===== src/rtl/xrs_pkg.sv =====
package xrs_pkg;
  typedef enum logic [1:0] {
    TGT_PLL    = 2'd0,
    TGT_TX     = 2'd1,
    TGT_RX     = 2'd2,
    TGT_DUPLEX = 2'd3
  } tgt_e;

  typedef enum logic [3:0] {
    ST_IDLE,
    ST_DIG_ON,
    ST_ANA_ON,
    ST_BUS_CHK,
    ST_BUS_WAIT,
    ST_WRITE,
    ST_CAL_ARM,
    ST_CAL_WAIT,
    ST_ANA_OFF,
    ST_DIG_OFF
  } state_e;
endpackage


===== src/rtl/xrs_scope_map.sv =====
module xrs_scope_map
  import xrs_pkg::*;
(
  input  tgt_e tgt_i,
  output logic rst_tx_o,
  output logic rst_rx_o,
  output logic cal_pll_o,
  output logic cal_tx_o,
  output logic cal_rx_o
);
  always_comb begin
    rst_tx_o  = 1'b0;
    rst_rx_o  = 1'b0;
    cal_pll_o = 1'b0;
    cal_tx_o  = 1'b0;
    cal_rx_o  = 1'b0;
    unique case (tgt_i)
      TGT_PLL: begin
        rst_tx_o  = 1'b1;
        cal_pll_o = 1'b1;
        cal_tx_o  = 1'b1;
      end
      TGT_TX: begin
        rst_tx_o = 1'b1;
        cal_tx_o = 1'b1;
      end
      TGT_RX: begin
        rst_rx_o = 1'b1;
        cal_rx_o = 1'b1;
      end
      TGT_DUPLEX: begin
        rst_tx_o = 1'b1;
        rst_rx_o = 1'b1;
        cal_tx_o = 1'b1;
        cal_rx_o = 1'b1;
      end
      default: ;
    endcase
  end
endmodule


===== src/rtl/xrs_cycle_cnt.sv =====
// Saturating cycle counter, cleared on every state change.
module xrs_cycle_cnt #(
  parameter int unsigned W = 8
) (
  input  logic         clk_i,
  input  logic         rst_ni,
  input  logic         clr_i,
  output logic [W-1:0] cnt_o
);
  always_ff @(posedge clk_i or negedge rst_ni) begin
    if (!rst_ni)           cnt_o <= '0;
    else if (clr_i)        cnt_o <= '0;
    else if (cnt_o != '1)  cnt_o <= cnt_o + 1'b1;
  end
endmodule


===== src/rtl/xcvr_reconf_seq.sv =====
module xcvr_reconf_seq
  import xrs_pkg::*;
#(
  parameter int unsigned HOLD_W     = 8,
  parameter int unsigned TMO_CYCLES = 4096
) (
  input  logic              clk_i,
  input  logic              rst_ni,
  input  logic              start_i,
  input  logic [1:0]        target_i,
  input  logic              chg_rate_i,
  input  logic [HOLD_W-1:0] hold_i,
  input  logic              bus_cal_owned_i,
  input  logic              bus_gnt_i,
  output logic              bus_req_o,
  output logic              wr_start_o,
  input  logic              wr_ack_i,
  input  logic              cal_busy_i,
  output logic              recal_req_o,
  output logic              recal_pll_o,
  output logic              recal_tx_o,
  output logic              recal_rx_o,
  output logic              tx_dig_rst_o,
  output logic              rx_dig_rst_o,
  output logic              tx_ana_rst_o,
  output logic              rx_ana_rst_o,
  output logic              busy_o,
  output logic              done_o,
  output logic              err_o
);
  localparam int unsigned TMO_W = $clog2(TMO_CYCLES + 1);
  localparam int unsigned CNT_W = (HOLD_W > TMO_W) ? HOLD_W : TMO_W;
  localparam logic [CNT_W-1:0] TMO_LAST = CNT_W'(TMO_CYCLES - 1);

  state_e state_q, state_d;
  tgt_e   tgt_q, tgt_d, map_tgt;
  logic   rate_q, rate_d;
  logic [HOLD_W-1:0] hold_q, hold_d;
  logic   tx_dig_q, tx_dig_d, rx_dig_q, rx_dig_d;
  logic   tx_ana_q, tx_ana_d, rx_ana_q, rx_ana_d;
  logic   bus_req_q, bus_req_d, wr_q, wr_d, recal_q, recal_d;
  logic   done_q, done_d, err_q, err_d;
  logic [CNT_W-1:0] cnt;
  logic   hold_done, tmo_hit;
  logic   m_rst_tx, m_rst_rx, m_cal_pll, m_cal_tx, m_cal_rx;

  assign map_tgt = (state_q == ST_IDLE) ? tgt_e'(target_i) : tgt_q;

  xrs_scope_map u_map (
    .tgt_i    (map_tgt),
    .rst_tx_o (m_rst_tx),
    .rst_rx_o (m_rst_rx),
    .cal_pll_o(m_cal_pll),
    .cal_tx_o (m_cal_tx),
    .cal_rx_o (m_cal_rx)
  );

  xrs_cycle_cnt #(.W(CNT_W)) u_cnt (
    .clk_i (clk_i),
    .rst_ni(rst_ni),
    .clr_i (state_d != state_q),
    .cnt_o (cnt)
  );

  assign hold_done = (cnt >= CNT_W'(hold_q));
  assign tmo_hit   = (cnt == TMO_LAST);

  always_comb begin
    state_d  = state_q;
    tgt_d    = tgt_q;
    rate_d   = rate_q;
    hold_d   = hold_q;
    tx_dig_d = tx_dig_q;
    rx_dig_d = rx_dig_q;
    tx_ana_d = tx_ana_q;
    rx_ana_d = rx_ana_q;
    bus_req_d = bus_req_q;
    wr_d     = wr_q;
    recal_d  = recal_q;
    err_d    = err_q;
    done_d   = 1'b0;
    unique case (state_q)
      ST_IDLE: if (start_i) begin
        tgt_d    = tgt_e'(target_i);
        rate_d   = chg_rate_i;
        hold_d   = hold_i;
        tx_dig_d = tx_dig_q | m_rst_tx;
        rx_dig_d = rx_dig_q | m_rst_rx;
        err_d    = 1'b0;
        state_d  = ST_DIG_ON;
      end
      ST_DIG_ON: if (hold_done) begin
        if (rate_q) begin
          tx_ana_d = tx_ana_q | m_rst_tx;
          rx_ana_d = rx_ana_q | m_rst_rx;
          state_d  = ST_ANA_ON;
        end else begin
          state_d  = ST_BUS_CHK;
        end
      end
      ST_ANA_ON: if (hold_done) state_d = ST_BUS_CHK;
      ST_BUS_CHK: begin
        if (bus_cal_owned_i) begin
          bus_req_d = 1'b1;
          state_d   = ST_BUS_WAIT;
        end else begin
          wr_d    = 1'b1;
          state_d = ST_WRITE;
        end
      end
      ST_BUS_WAIT: begin
        if (bus_gnt_i) begin
          wr_d    = 1'b1;
          state_d = ST_WRITE;
        end else if (tmo_hit) begin
          bus_req_d = 1'b0;
          err_d     = 1'b1;
          state_d   = ST_IDLE;
        end
      end
      ST_WRITE: if (wr_ack_i) begin
        wr_d      = 1'b0;
        bus_req_d = 1'b0;
        if (rate_q) begin
          recal_d = 1'b1;
          state_d = ST_CAL_ARM;
        end else if (tx_ana_q || rx_ana_q) begin
          // analog reset left over from an aborted run
          tx_ana_d = 1'b0;
          rx_ana_d = 1'b0;
          state_d  = ST_ANA_OFF;
        end else begin
          tx_dig_d = 1'b0;
          rx_dig_d = 1'b0;
          state_d  = ST_DIG_OFF;
        end
      end
      ST_CAL_ARM: begin
        if (cal_busy_i) begin
          recal_d = 1'b0;
          state_d = ST_CAL_WAIT;
        end else if (tmo_hit) begin
          recal_d = 1'b0;
          err_d   = 1'b1;
          state_d = ST_IDLE;
        end
      end
      ST_CAL_WAIT: begin
        if (!cal_busy_i) begin
          tx_ana_d = 1'b0;
          rx_ana_d = 1'b0;
          state_d  = ST_ANA_OFF;
        end else if (tmo_hit) begin
          err_d   = 1'b1;
          state_d = ST_IDLE;
        end
      end
      ST_ANA_OFF: if (hold_done) begin
        tx_dig_d = 1'b0;
        rx_dig_d = 1'b0;
        state_d  = ST_DIG_OFF;
      end
      ST_DIG_OFF: if (hold_done) begin
        done_d  = 1'b1;
        state_d = ST_IDLE;
      end
      default: state_d = ST_IDLE;
    endcase
  end

  always_ff @(posedge clk_i or negedge rst_ni) begin
    if (!rst_ni) begin
      state_q   <= ST_IDLE;
      tgt_q     <= TGT_PLL;
      rate_q    <= 1'b0;
      hold_q    <= '0;
      tx_dig_q  <= 1'b0;
      rx_dig_q  <= 1'b0;
      tx_ana_q  <= 1'b0;
      rx_ana_q  <= 1'b0;
      bus_req_q <= 1'b0;
      wr_q      <= 1'b0;
      recal_q   <= 1'b0;
      done_q    <= 1'b0;
      err_q     <= 1'b0;
    end else begin
      state_q   <= state_d;
      tgt_q     <= tgt_d;
      rate_q    <= rate_d;
      hold_q    <= hold_d;
      tx_dig_q  <= tx_dig_d;
      rx_dig_q  <= rx_dig_d;
      tx_ana_q  <= tx_ana_d;
      rx_ana_q  <= rx_ana_d;
      bus_req_q <= bus_req_d;
      wr_q      <= wr_d;
      recal_q   <= recal_d;
      done_q    <= done_d;
      err_q     <= err_d;
    end
  end

  assign tx_dig_rst_o = tx_dig_q;
  assign rx_dig_rst_o = rx_dig_q;
  assign tx_ana_rst_o = tx_ana_q;
  assign rx_ana_rst_o = rx_ana_q;
  assign bus_req_o    = bus_req_q;
  assign wr_start_o   = wr_q;
  assign recal_req_o  = recal_q;
  assign recal_pll_o  = recal_q & m_cal_pll;
  assign recal_tx_o   = recal_q & m_cal_tx;
  assign recal_rx_o   = recal_q & m_cal_rx;
  assign busy_o       = (state_q != ST_IDLE);
  assign done_o       = done_q;
  assign err_o        = err_q;
endmodule


===== config.mk =====
export PLATFORM = sky130hd
export DESIGN_NAME = xcvr_reconf_seq
export DESIGN_NICKNAME = d
export VERILOG_FILES = /design/src/rtl/xrs_pkg.sv /design/src/rtl/xrs_scope_map.sv /design/src/rtl/xrs_cycle_cnt.sv /design/src/rtl/xcvr_reconf_seq.sv
export SDC_FILE = /design/constraint.sdc
export NUM_CORES = 1
export LEC_CHECK = 0
export BUFFER_PORTS_ARGS = -buffer_cell sky130_fd_sc_hd__buf_4
export CAP_MARGIN = 20
export CORE_ASPECT_RATIO = 1.4
export CORE_MARGIN = 2
export CORE_UTILIZATION = 25
export CTS_CLUSTER_DIAMETER = 40
export DETAILED_ROUTE_END_ITERATION = 10
export PLACE_DENSITY = 0.52
export SLEW_MARGIN = 10
export SYNTH_ARGS = -nofsm -noshare
export SYNTH_HDL_FRONTEND = slang
export SYNTH_SLANG_ARGS = --single-unit

===== constraint.sdc =====
create_clock -name clk_i -period 2.02 [get_ports clk_i]
set_input_delay 0.303 -clock clk_i [delete_from_list [all_inputs] [get_ports clk_i]]
set_output_delay 0.303 -clock clk_i [all_outputs]
set_load 0.05 [all_outputs]

==> impl_metrics.csv <==
group,metric,value,unit
worst_setup_path,critPathKind,"reg2out",
cts,cts_tree,"built",
floorplanning,coreArea,9080,um^2
worst_setup_path,path_cells,"buf_4, nor4_4, buf_4, inv_4, mux2_4, nand2_2, and2_4, buf_8",
detailed_routing,wire_per_inst,15.6,um
synthesis,async_reset_ff_frac,1.00,
global_routing,grt_pass1_vias,2287,
pwr,leakage,1.60,nW
timing,setup_viol,16,
placed_design,dp_slack,-0.147,ns
detailed_routing,drt-total-wl,6910,um
synthesis,synthCells,250,
cts,cts.path.max_buffers,2,
cts,cts_root_buf,"clkbuf_16",
worst_setup_path,cp_slowest_cell,"dfrtp_1",
floorplanning,placementRows,41,
timing,max_slew.worst_pin.slew,0.486,ns
timing,drv_slew,0,
finish,num_antenna_cells,0,
cts,clkTransAtPathRegs,0.06,ns
synthesis,ys_ff_latch,37,
floorplanning,ios,31,
pwr,finalPower,4.78,mW
timing,hold_viol,31,
synthesis,syn_nets,277,
global_routing,grt_start_max_net_pins,38,
cts,cts_hold_buffers,0,
job,cap_violations,0,
worst_setup_path,critPathCaptureType,"primary output",
timing,setup_slack,-0.234,ns
synthesis,yosys_warnings,0,
detailed_routing,ant_nets,0,
cts,htreeDepth,2,
worst_setup_path,arrival,1.95,ns
detailed_routing,drc,0,
global_routing,grt_use_total,0.133,
timing,fmax,0.444,GHz
detailed_routing,vias_per_cell,5.09,
floorplanning,dieArea,10200,um^2
worst_setup_path,required,1.72,ns
placed_design,post-place-cells,417,
global_routing,grt_pass1_wl,10700,um
detailed_routing,drt-pass1-iter-count,6,
floorplanning,die_w,85.8,um
cts,cts_buffers,5,
worst_setup_path,startpoint_type,"flip-flop",
detailed_routing,first_iter_violations,98,
placed_design,port_buffers,30,
finish,nNetsFinal,363,
worst_setup_path,path_delay_family,"buffers and inverters",
finish,drive_gt1_frac,0.445,
worst_setup_path,cp_max_fo,4,
synthesis,synth.distinct_cells,57,
global_routing,antenna_found_initial,0,
timing,fin_crit_sh,1.12,
worst_setup_path,slowest_delay,0.38,ns
detailed_routing,vias,2261,
pwr,peakVddDrop,0.000535,V
worst_setup_path,cpMostUsedCell,"buf_4",
synthesis,netlist_area,2340,um^2
finish,fin_cells,444,
timing,min_period,2.25,ns
synthesis,synth_seq_area_share,0.396,
placed_design,place_congestion,0.885,
finish,fillers,900,
global_routing,overflow,0,
outcome,violations,"hold timing, setup timing",
timing,holdWs,-0.0227,ns
cts,clkLatencyLatePin,0.28,ns
outcome,status,"finished with violations",
timing,rsz0062_at_grt,"yes",
floorplanning,start_util,0.258,
worst_setup_path,path_buf_inv,4,
placed_design,dp_hpwl,4720,um
cts,clock_sinks,37,
hold_path,hold_path.class,"in2async",
synthesis,synthFlopType,"dfrtp_1",
synthesis,syn_avg_cell_area,9.36,um^2
pwr,p_per_area,1370,nW/um^2
timing,slew_headroom,0.676,
finish,area_growth,49.0,%
timing,fin_skew,0.0106,ns
synthesis,synth_edf_count,0,
floorplanning,die-height,118,um
[Yosys cell counts, drive strengths merged, types with 5 or more instances]
cell type,n,area share
dfrtp,37,0.40
nor2,21,0.034
inv,17,0.027
nand2,14,0.022
nor3,14,0.030
a21oi,13,0.028
mux2,12,0.058
buf,9,0.022
ha,9,0.048
nand2b,9,0.024
nand3,8,0.017
xnor2,8,0.030
nor4,7,0.021
o21ai,6,0.013
nand4,5,0.013
nor2b,5,0.013
[area by class of cell]
cell class                      instances  area (um^2)  share of cell area
Inverter                               17         66.3              0.0190
Sequential cell                        37          926               0.266
Multi-Input combinational cell        186         1490               0.428
Timing Repair Buffer                   89          702               0.201
Tap cell                              107          134              0.0384
Clock buffer                            6          129              0.0370
Clock inverter                          2         38.8              0.0111
[kinds of logic after synthesis]
group | share of synthesized area
flip-flops | 0.396
AND/OR/NAND/NOR | 0.231
adder cells (fa/ha/maj) | 0.0481
AO/OA/AOI/OAI | 0.163
XOR/XNOR | 0.0374
buffers and inverters | 0.0545
multiplexers | 0.0706
[flip-flops by register name, summed over array words and instances, names as in the netlist, 2 cells and up]
register	count
tgt_q	2
state_q	4
u_cnt.cnt_o	13
hold_q	8
[placed cells by master (no fill, tap or decap), types with 3 or more instances in the layout]
master / instances
a31oi_1: 4
buf_4: 82
dfrtp_1: 37
nor4_4: 3
nand2b_1: 9
nand2_1: 12
nand3_1: 7
ha_1: 7
o21ai_0: 5
clkbuf_16: 5
inv_1: 16
nor2_1: 20
nand4_1: 5
nor2b_1: 5
xnor2_1: 8
a21oi_1: 13
buf_6: 5
mux2_2: 11
nor3_2: 11
and2_4: 4
[power breakdown]
| group | total, mW | leakage, nW | internal [mW] | switching, mW |
|---|---|---|---|---|
| sequential | 1.13 | 0.475 | 0.976 | 0.157 |
| clock | 0.906 | 0.0810 | 0.585 | 0.320 |
| combinational | 2.74 | 1.05 | 1.26 | 1.48 |
| total | 4.78 | 1.60 | 2.82 | 1.96 |
[per-layer routing]
| layer | up-vias | GRT usage | part of all wire |
|---|---|---|---|
| met5 | - | 0 | 0 |
| met4 | 0 | 0.0665 | 0.028 |
| met3 | 18 | 0.0272 | 0.030 |
| met2 | 54 | 0.239 | 0.56 |
| met1 | 1105 | 0.145 | 0.38 |
| li1 | 1084 | - | - |
[worst paths after layout]
check,from,to,slack (ns),cells past startpoint
max,state_q[0],recal_tx_o,-0.23,8
min,rst_ni,err_o,-0.02,1
max reg2reg,state_q[0],tx_ana_rst_o,-0.17,12
min reg2reg,hold_q[2],hold_q[2],0.51,1
max in group asynchronous,rst_ni,u_cnt.cnt_o[12],1.69,1
min in group clk_i,start_i,err_o,0.23,2
[metrics by stage]
step / setup TNS (ns) / hold WS (ns) / util / area, um^2
after global routing: -3.06 / 0.0260 / 0.384 / 3490
after detailed placement: -1.89 / 0.310 / 0.329 / 2990
after floorplan: 0 / 0.00741 / - / 2370
after CTS: -0.882 / 0.00291 / 0.362 / 3290
final: -1.09 / -0.0227 / 0.384 / 3490
after global placement: -1.26 / 0.308 / 0.329 / 2990
[timing repair]
| action | 4_1_cts | 5_1_grt |
|---|---|---|
| cloned | 1 | 1 |
| setup endpoints to repair | 20 | 25 |
| setup buffers | 8 | 9 |
| resized for setup | 18 | 26 |
| pin swaps | 10 | 18 |
No activity file was read; power rests on OpenSTA's default activity.
